[src/rtl/bdw_pkg.sv]
package bdw_pkg;
  localparam int unsigned WORD_W     = 32;
  localparam int unsigned CNT_W      = 16;
  localparam int unsigned DESC_BYTES = 12;
  // status bit positions inside the status byte
  localparam int unsigned ST_OWN  = 0;
  localparam int unsigned ST_WRAP = 1;
  localparam int unsigned ST_CONT = 2;
  localparam int unsigned ST_INTR = 3;
  localparam int unsigned ST_ERR  = 4;
  localparam int unsigned ST_LSB  = 16;
  localparam int unsigned CMD_LSB = 24;

  typedef enum logic [3:0] {
    S_IDLE, S_RD_CUR, S_RD_BASE, S_RD_W0, S_RD_W1, S_RD_W2,
    S_CHK, S_XR, S_XW, S_WB, S_PTR
  } walk_state_e;
endpackage

[src/rtl/bdw_check.sv]
module bdw_check (
  input  logic [7:0] cmd_i,
  input  logic [1:0] cnt_lo_i,
  input  logic [1:0] src_lo_i,
  input  logic [1:0] dst_lo_i,
  output logic [2:0] step_o,
  output logic       bad_o
);
  logic bad_cmd;
  always_comb begin
    bad_cmd = 1'b0;
    unique case (cmd_i)
      8'd0:    step_o = 3'd4;
      8'd1:    step_o = 3'd1;
      8'd2:    step_o = 3'd2;
      default: begin step_o = 3'd4; bad_cmd = 1'b1; end
    endcase
    unique case (step_o)
      3'd4:    bad_o = bad_cmd | (|src_lo_i) | (|dst_lo_i) | (|cnt_lo_i);
      3'd2:    bad_o = bad_cmd | src_lo_i[0] | dst_lo_i[0] | cnt_lo_i[0];
      default: bad_o = bad_cmd;
    endcase
  end
endmodule

[src/rtl/bdw_lane.sv]
module bdw_lane (
  input  logic [31:0] rdata_i,
  input  logic [1:0]  src_lo_i,
  input  logic [1:0]  dst_lo_i,
  input  logic [2:0]  step_i,
  input  logic [31:0] unit_i,
  output logic [31:0] unit_o,
  output logic [31:0] wdata_o,
  output logic [3:0]  be_o
);
  logic [3:0] mask;
  always_comb begin
    unit_o  = rdata_i >> {src_lo_i, 3'b000};
    wdata_o = unit_i << {dst_lo_i, 3'b000};
    unique case (step_i)
      3'd1:    mask = 4'b0001;
      3'd2:    mask = 4'b0011;
      default: mask = 4'b1111;
    endcase
    be_o = mask << dst_lo_i;
  end
endmodule

[src/rtl/bdw_next.sv]
module bdw_next #(
  parameter int unsigned AW = 16
) (
  input  logic [AW-1:0] cur_i,
  input  logic [AW-1:0] base_i,
  input  logic          wrap_i,
  output logic [AW-1:0] next_o
);
  localparam logic [AW-1:0] STRIDE = AW'(bdw_pkg::DESC_BYTES);
  assign next_o = wrap_i ? base_i : cur_i + STRIDE;
endmodule

[src/rtl/bd_ring_walker.sv]
module bd_ring_walker #(
  parameter int unsigned AW      = 16,
  parameter int unsigned CB_ADDR = 0
) (
  input  logic          clk_i,
  input  logic          rst_ni,
  input  logic          start_i,
  output logic          idle_o,
  output logic          irq_o,
  output logic          mem_req_o,
  output logic          mem_we_o,
  output logic [AW-1:0] mem_addr_o,
  output logic [31:0]   mem_wdata_o,
  output logic [3:0]    mem_be_o,
  input  logic          mem_gnt_i,
  input  logic [31:0]   mem_rdata_i,
  input  logic          mem_err_i
);
  import bdw_pkg::*;

  localparam logic [AW-1:0] CB_CUR  = AW'(CB_ADDR);
  localparam logic [AW-1:0] CB_BASE = AW'(CB_ADDR + 4);

  walk_state_e  state_q;
  logic [AW-1:0] cur_q, base_q, src_q, dst_q, next_ptr;
  logic [31:0]  w0_q, unit_q, unit_rd, lane_wdata;
  logic [CNT_W-1:0] rem_q;
  logic         err_q, irq_q, bad, fire;
  logic [2:0]   step;
  logic [3:0]   lane_be;
  logic [7:0]   status_q, status_wb;
  logic [CNT_W-1:0] step_cnt;

  assign status_q  = w0_q[ST_LSB +: 8];
  assign status_wb = (status_q & ~(8'(1) << ST_OWN)) | (err_q ? (8'(1) << ST_ERR) : 8'h00);
  assign step_cnt  = CNT_W'(step);
  assign fire      = mem_req_o & mem_gnt_i;

  bdw_check u_check (
    .cmd_i    (w0_q[CMD_LSB +: 8]),
    .cnt_lo_i (w0_q[1:0]),
    .src_lo_i (src_q[1:0]),
    .dst_lo_i (dst_q[1:0]),
    .step_o   (step),
    .bad_o    (bad)
  );

  bdw_lane u_lane (
    .rdata_i  (mem_rdata_i),
    .src_lo_i (src_q[1:0]),
    .dst_lo_i (dst_q[1:0]),
    .step_i   (step),
    .unit_i   (unit_q),
    .unit_o   (unit_rd),
    .wdata_o  (lane_wdata),
    .be_o     (lane_be)
  );

  bdw_next #(.AW(AW)) u_next (
    .cur_i  (cur_q),
    .base_i (base_q),
    .wrap_i (status_q[ST_WRAP]),
    .next_o (next_ptr)
  );

  // memory port drive, decoded from state only
  always_comb begin
    mem_req_o   = 1'b1;
    mem_we_o    = 1'b0;
    mem_addr_o  = cur_q;
    mem_wdata_o = '0;
    mem_be_o    = 4'b1111;
    unique case (state_q)
      S_RD_CUR:  mem_addr_o = CB_CUR;
      S_RD_BASE: mem_addr_o = CB_BASE;
      S_RD_W0:   mem_addr_o = cur_q;
      S_RD_W1:   mem_addr_o = cur_q + AW'(4);
      S_RD_W2:   mem_addr_o = cur_q + AW'(8);
      S_XR:      mem_addr_o = {src_q[AW-1:2], 2'b00};
      S_XW: begin
        mem_we_o    = 1'b1;
        mem_addr_o  = {dst_q[AW-1:2], 2'b00};
        mem_wdata_o = lane_wdata;
        mem_be_o    = lane_be;
      end
      S_WB: begin
        mem_we_o    = 1'b1;
        mem_wdata_o = {w0_q[31:24], status_wb, w0_q[15:0]};
      end
      S_PTR: begin
        mem_we_o    = 1'b1;
        mem_addr_o  = CB_CUR;
        mem_wdata_o = 32'(next_ptr);
      end
      default: mem_req_o = 1'b0;
    endcase
  end

  always_ff @(posedge clk_i or negedge rst_ni) begin
    if (!rst_ni) begin
      state_q <= S_IDLE;
      cur_q   <= '0;
      base_q  <= '0;
      src_q   <= '0;
      dst_q   <= '0;
      w0_q    <= '0;
      unit_q  <= '0;
      rem_q   <= '0;
      err_q   <= 1'b0;
      irq_q   <= 1'b0;
    end else begin
      irq_q <= 1'b0;
      unique case (state_q)
        S_IDLE: if (start_i) state_q <= S_RD_CUR;
        S_RD_CUR: if (fire) begin
          cur_q   <= mem_rdata_i[AW-1:0];
          state_q <= S_RD_BASE;
        end
        S_RD_BASE: if (fire) begin
          base_q  <= mem_rdata_i[AW-1:0];
          state_q <= S_RD_W0;
        end
        S_RD_W0: if (fire) begin
          w0_q    <= mem_rdata_i;
          err_q   <= 1'b0;
          state_q <= mem_rdata_i[ST_LSB + ST_OWN] ? S_RD_W1 : S_IDLE;
        end
        S_RD_W1: if (fire) begin
          src_q   <= mem_rdata_i[AW-1:0];
          state_q <= S_RD_W2;
        end
        S_RD_W2: if (fire) begin
          dst_q   <= mem_rdata_i[AW-1:0];
          state_q <= S_CHK;
        end
        S_CHK: begin
          rem_q <= w0_q[CNT_W-1:0];
          if (bad) begin
            err_q   <= 1'b1;
            state_q <= S_WB;
          end else if (w0_q[CNT_W-1:0] == '0) begin
            state_q <= S_WB;
          end else begin
            state_q <= S_XR;
          end
        end
        S_XR: if (fire) begin
          if (mem_err_i) begin
            err_q   <= 1'b1;
            state_q <= S_WB;
          end else begin
            unit_q  <= unit_rd;
            state_q <= S_XW;
          end
        end
        S_XW: if (fire) begin
          if (mem_err_i) begin
            err_q   <= 1'b1;
            state_q <= S_WB;
          end else begin
            src_q   <= src_q + AW'(step);
            dst_q   <= dst_q + AW'(step);
            rem_q   <= rem_q - step_cnt;
            state_q <= (rem_q == step_cnt) ? S_WB : S_XR;
          end
        end
        S_WB: if (fire) begin
          irq_q   <= status_q[ST_INTR];
          state_q <= S_PTR;
        end
        S_PTR: if (fire) begin
          cur_q   <= next_ptr;
          state_q <= status_q[ST_CONT] ? S_RD_W0 : S_IDLE;
        end
        default: state_q <= S_IDLE;
      endcase
    end
  end

  assign idle_o = (state_q == S_IDLE);
  assign irq_o  = irq_q;
endmodule

[config.mk]
export PLATFORM = sky130hd
export DESIGN_NAME = bd_ring_walker
export DESIGN_NICKNAME = d
export VERILOG_FILES = /design/src/rtl/bdw_pkg.sv /design/src/rtl/bdw_check.sv /design/src/rtl/bdw_lane.sv /design/src/rtl/bdw_next.sv /design/src/rtl/bd_ring_walker.sv
export SDC_FILE = /design/constraint.sdc
export NUM_CORES = 1
export LEC_CHECK = 0
export BUFFER_PORTS_ARGS = -buffer_cell sky130_fd_sc_hd__buf_2
export CAP_MARGIN = 20
export CORE_MARGIN = 2
export CORE_UTILIZATION = 28
export CTS_CLUSTER_DIAMETER = 40
export DETAILED_ROUTE_END_ITERATION = 10
export PLACE_DENSITY_LB_ADDON = 0.1
export SLEW_MARGIN = 20
export SYNTH_ARGS = -nofsm -noshare
export SYNTH_HDL_FRONTEND = slang
export SYNTH_HIERARCHICAL = 1
export SYNTH_SLANG_ARGS = --single-unit
[constraint.sdc]
create_clock -name clk_i -period 5.3 [get_ports clk_i]
set_clock_uncertainty 0.1 [all_clocks]
set_input_delay 1.06 -clock clk_i [delete_from_list [all_inputs] [get_ports clk_i]]
set_output_delay 1.06 -clock clk_i [all_outputs]
set_load 0.1 [all_outputs]
==> flow_summary.toml <==
[finish]
n_fill_cell = 3990
final_cell_count_no_fill = 1741
finalInstanceArea_sq_um = 12000
drive_gt1_frac = 0.205
fin_util = 0.320
area_delta_synth_final_pct = 13.0
antenna_cells = 0
nNetsFinal = 1269

[setup_path]
r2r_cells = 10
r2r_slack_ns = 1.37
startpoint_type = "flop"
r2r-start = "w0_q[29]$_DFFE_PN0P_"
path_cells = "nor2b_1 -> nand2_1 -> o21ai_0 -> o311ai_0 -> a31oi_1 -> buf_2"
r2r_end = "rem_q[14]$_DFFE_PN0P_"
required_ns = 4.14
critPathMaxStageDelay_ns = 0.89
cp-end-kind = "output pin"
crit_slowest_cell = "dfrtp_1"
crit_path_max_fanout = 22
worstSetupPathType = "reg -> out"
worstPathArrival_ns = 3.38

[logic_synthesis]
synth.area.top_cells = "dfrtp_1 35%, mux2_2 7.5%, mux2i_1 4.7%, a21oi_1 4.4%, nand2_1 3.9%"
avgSynthCellArea_sq_um = 9.03
synth_edf_count = 0
yosysTopAreaCell = "dfrtp_1"
ys_seq_area_frac = 0.352
postSynthCellCount = 1175
synthesis.nets = 1227
synth_top_area_frac = 0.352
async_flop_share = 1.00
syn_area_sq_um = 10600
ys.flop_type = "dfrtp_1"
yosys_warnings = 6
ys_ff_latch = 149
ys_types = 90

[global_routing]
grt_pass1_wl_um = 62500
track_usage = 0.217
grt_overflow_total = 0
grt_max_degree = 134
antenna_found_initial = 6
grt_pass1_vias = 9165

[detailed_routing]
vias_per_cell = 5.54
drc = 0
drt_first_pass_iters = 6
drt-initial-drc-count = 807
wl_um = 42100
num_vias = 9644
ant_nets = 0
wl_per_cell_um = 24.2

[placed_design]
port_buffers = 92
placed_cells = 1709
place_area_sq_um = 11400
gp_congestion = 0.871
hpwl_um = 29900

[pwr]
power.static_leakage_nw = 5.00
swShare = 0.537
ir_drop_v = 0.000558
clkPwrFrac = 0.158
switchingPower_w = 0.00431
pwr-share-comb = 0.518
p_per_area_nw_per_um2 = 670
p_int_w = 0.00372
p_seq_frac = 0.323

[timing]
rsz0062_at_grt = "no"
max_freq_mhz = 220
relSlewSlack = 0.344
hold_viol = 0
fin_crit_ns = 4.54
finalCritPeriodShare = 0.857
worst_pin_slew_ns = 0.982
final_max_slew_viol_count = 0
setup_tns_ns = 0
final-setup-viol-count = 0

[clock_tree]
cts_buffers = 17
clockRootBuffer = "clkbuf_16"
cts_resized = 0
cts_tree = "built"
clkTransAtPathRegs_ns = 0.07
clockBufferDepth = 2
holdBufCountCts = 0
clock_sinks = 149
post-cts-setup-buffers = 0
clk_latency_ns = 0.45
h-tree-depth = 4

[min_path]
hp-class = "reg -> reg"
holdPathEnd = "rem_q[2]$_DFFE_PN0P_"
hold_path_depth = 2
hold_start = "rem_q[2]$_DFFE_PN0P_"

[floorplan]
die_x_um = 199
die_y_um = 199
dieArea_sq_um = 39400
start_util = 0.283
rows = 71
io_pins = 93
core_area_sq_um = 37500

[outcome]
outcome = "finished, final reports clean"

[run]
cap_violations = 0
[through the flow]
stage | worst slack (ns) | hold WS, ns | power, W
floorplan | 0.450 | 0.356 | 0.00557
global placement | 1.29 | 0.385 | 0.00675
detailed placement | 1.23 | 0.388 | 0.00676
CTS | 0.744 | 0.402 | 0.00805
global route | 0.495 | 0.422 | 0.00852
finish | 0.760 | 0.394 | 0.00803
[placed cells by master, fill, tap and decap left out, drive strengths merged, types with 7 or more instances in the layout]
master   count
dfrtp      149
nand2      109
buf        106
a21oi       93
o21ai       83
mux2        81
nor2        73
mux2i       50
inv         44
nand3       37
nor2b       24
clkbuf      21
a211oi      19
o22ai       18
nor4        18
and2        17
a222oi      17
nor3        17
nand4       16
nand2b      16
a22o        16
a31oi       14
ha          12
o21a        11
o31ai       11
a22oi       10
o211ai       9
o311ai       9
xor2         8
a2bb2oi      8
a21o         8
o22a         7
[worst max-delay path by stage]
| stage | to | slack [ns] | cells past startpoint | startpoint |
|---|---|---|---|---|
| 2_1_floorplan | mem_addr_o[14] | 0.45 | 6 | cur_q[8]$_DFFE_PN0P_ |
| 3_3_place_gp | mem_addr_o[14] | 1.29 | 5 | state_q[2]$_DFFE_PN0P_ |
| 3_5_place_dp | mem_addr_o[14] | 1.23 | 5 | state_q[2]$_DFFE_PN0P_ |
| 4_1_cts | mem_addr_o[9] | 0.74 | 6 | state_q[2]$_DFFE_PN0P_ |
| 5_1_grt | mem_addr_o[9] | 0.49 | 6 | state_q[2]$_DFFE_PN0P_ |
| 6_report | mem_addr_o[9] | 0.76 | 6 | state_q[2]$_DFFE_PN0P_ |
[synth_stat cells (7+ instances only)]
library cell and n:
nand3_1 35, a31oi_1 14, a22oi_1 10, o21a_1 11, a21o_1 8, buf_2 45, o21ai_1 9, nand2b_1 16
o22ai_1 18, nor2_1 69, mux2_2 71, nor3_1 15, o22a_1 7, clkbuf_1 15, and2_1 17, a22o_1 16
a21oi_1 93, nand2_1 109, o211ai_1 8, ha_1 12, buf_4 12, dfrtp_1 149, nor2b_1 24, a222oi_1 17
nand4_1 16, o31ai_1 10, buf_6 10, xor2_1 8, a211oi_1 19, inv_1 39, mux2_4 10, a2bb2oi_1 8
nor4_1 15, mux2i_1 50, o21ai_0 73
[critical path: cells and delay by family (launching register included)]
family	cells	cell delay, ns
flops	1	0.89
compound gates	3	0.63
simple gates	2	0.95
buf+inv	1	0.46
[final cells by class]
type / count / area, sq um / share of cell area
clock buffers: 20 / 447 / 0.0373
flip-flops and latches: 149 / 3730 / 0.311
repair buffers: 107 / 607 / 0.0506
well taps: 511 / 639 / 0.0534
multi-input cells: 902 / 6270 / 0.523
inverters: 40 / 150 / 0.0125
clock inverters: 12 / 144 / 0.0120
[layer usage]
layer / global-route usage / part of all wire
met1: 0.311 / 0.48
met2: 0.340 / 0.46
met3: 0.0331 / 0.046
met5: 0 / 0
met4: 0.0550 / 0.017
[power groups by stage]
| stage | combinational, W | clock, W | sequential, W |
|---|---|---|---|
| after global routing | 0.00449 | 0.00135 | 0.00268 |
| after CTS | 0.00417 | 0.00131 | 0.00257 |
| after global placement | 0.00415 | 0 | 0.00259 |
| final | 0.00416 | 0.00127 | 0.00259 |
| after floorplan | 0.00345 | 0 | 0.00212 |
| after detailed placement | 0.00416 | 0 | 0.00259 |
[sequential cells by signal, indices dropped and copies added, names as in the netlist]
name	count
src_q	16
unit_q	32
w0_q	31
rem_q	16
base_q	16
irq_o	1
cur_q	16
state_q	4
dst_q	16
err_q	1
[cells by family after synthesis]
kind of cell	synth area share
compound gates	0.234
fa+ha+maj	0.0198
xor+xnor	0.0107
mux	0.137
simple gates	0.187
flops	0.352
buf+inv	0.0605
Power figures use the tool's default switching activity.
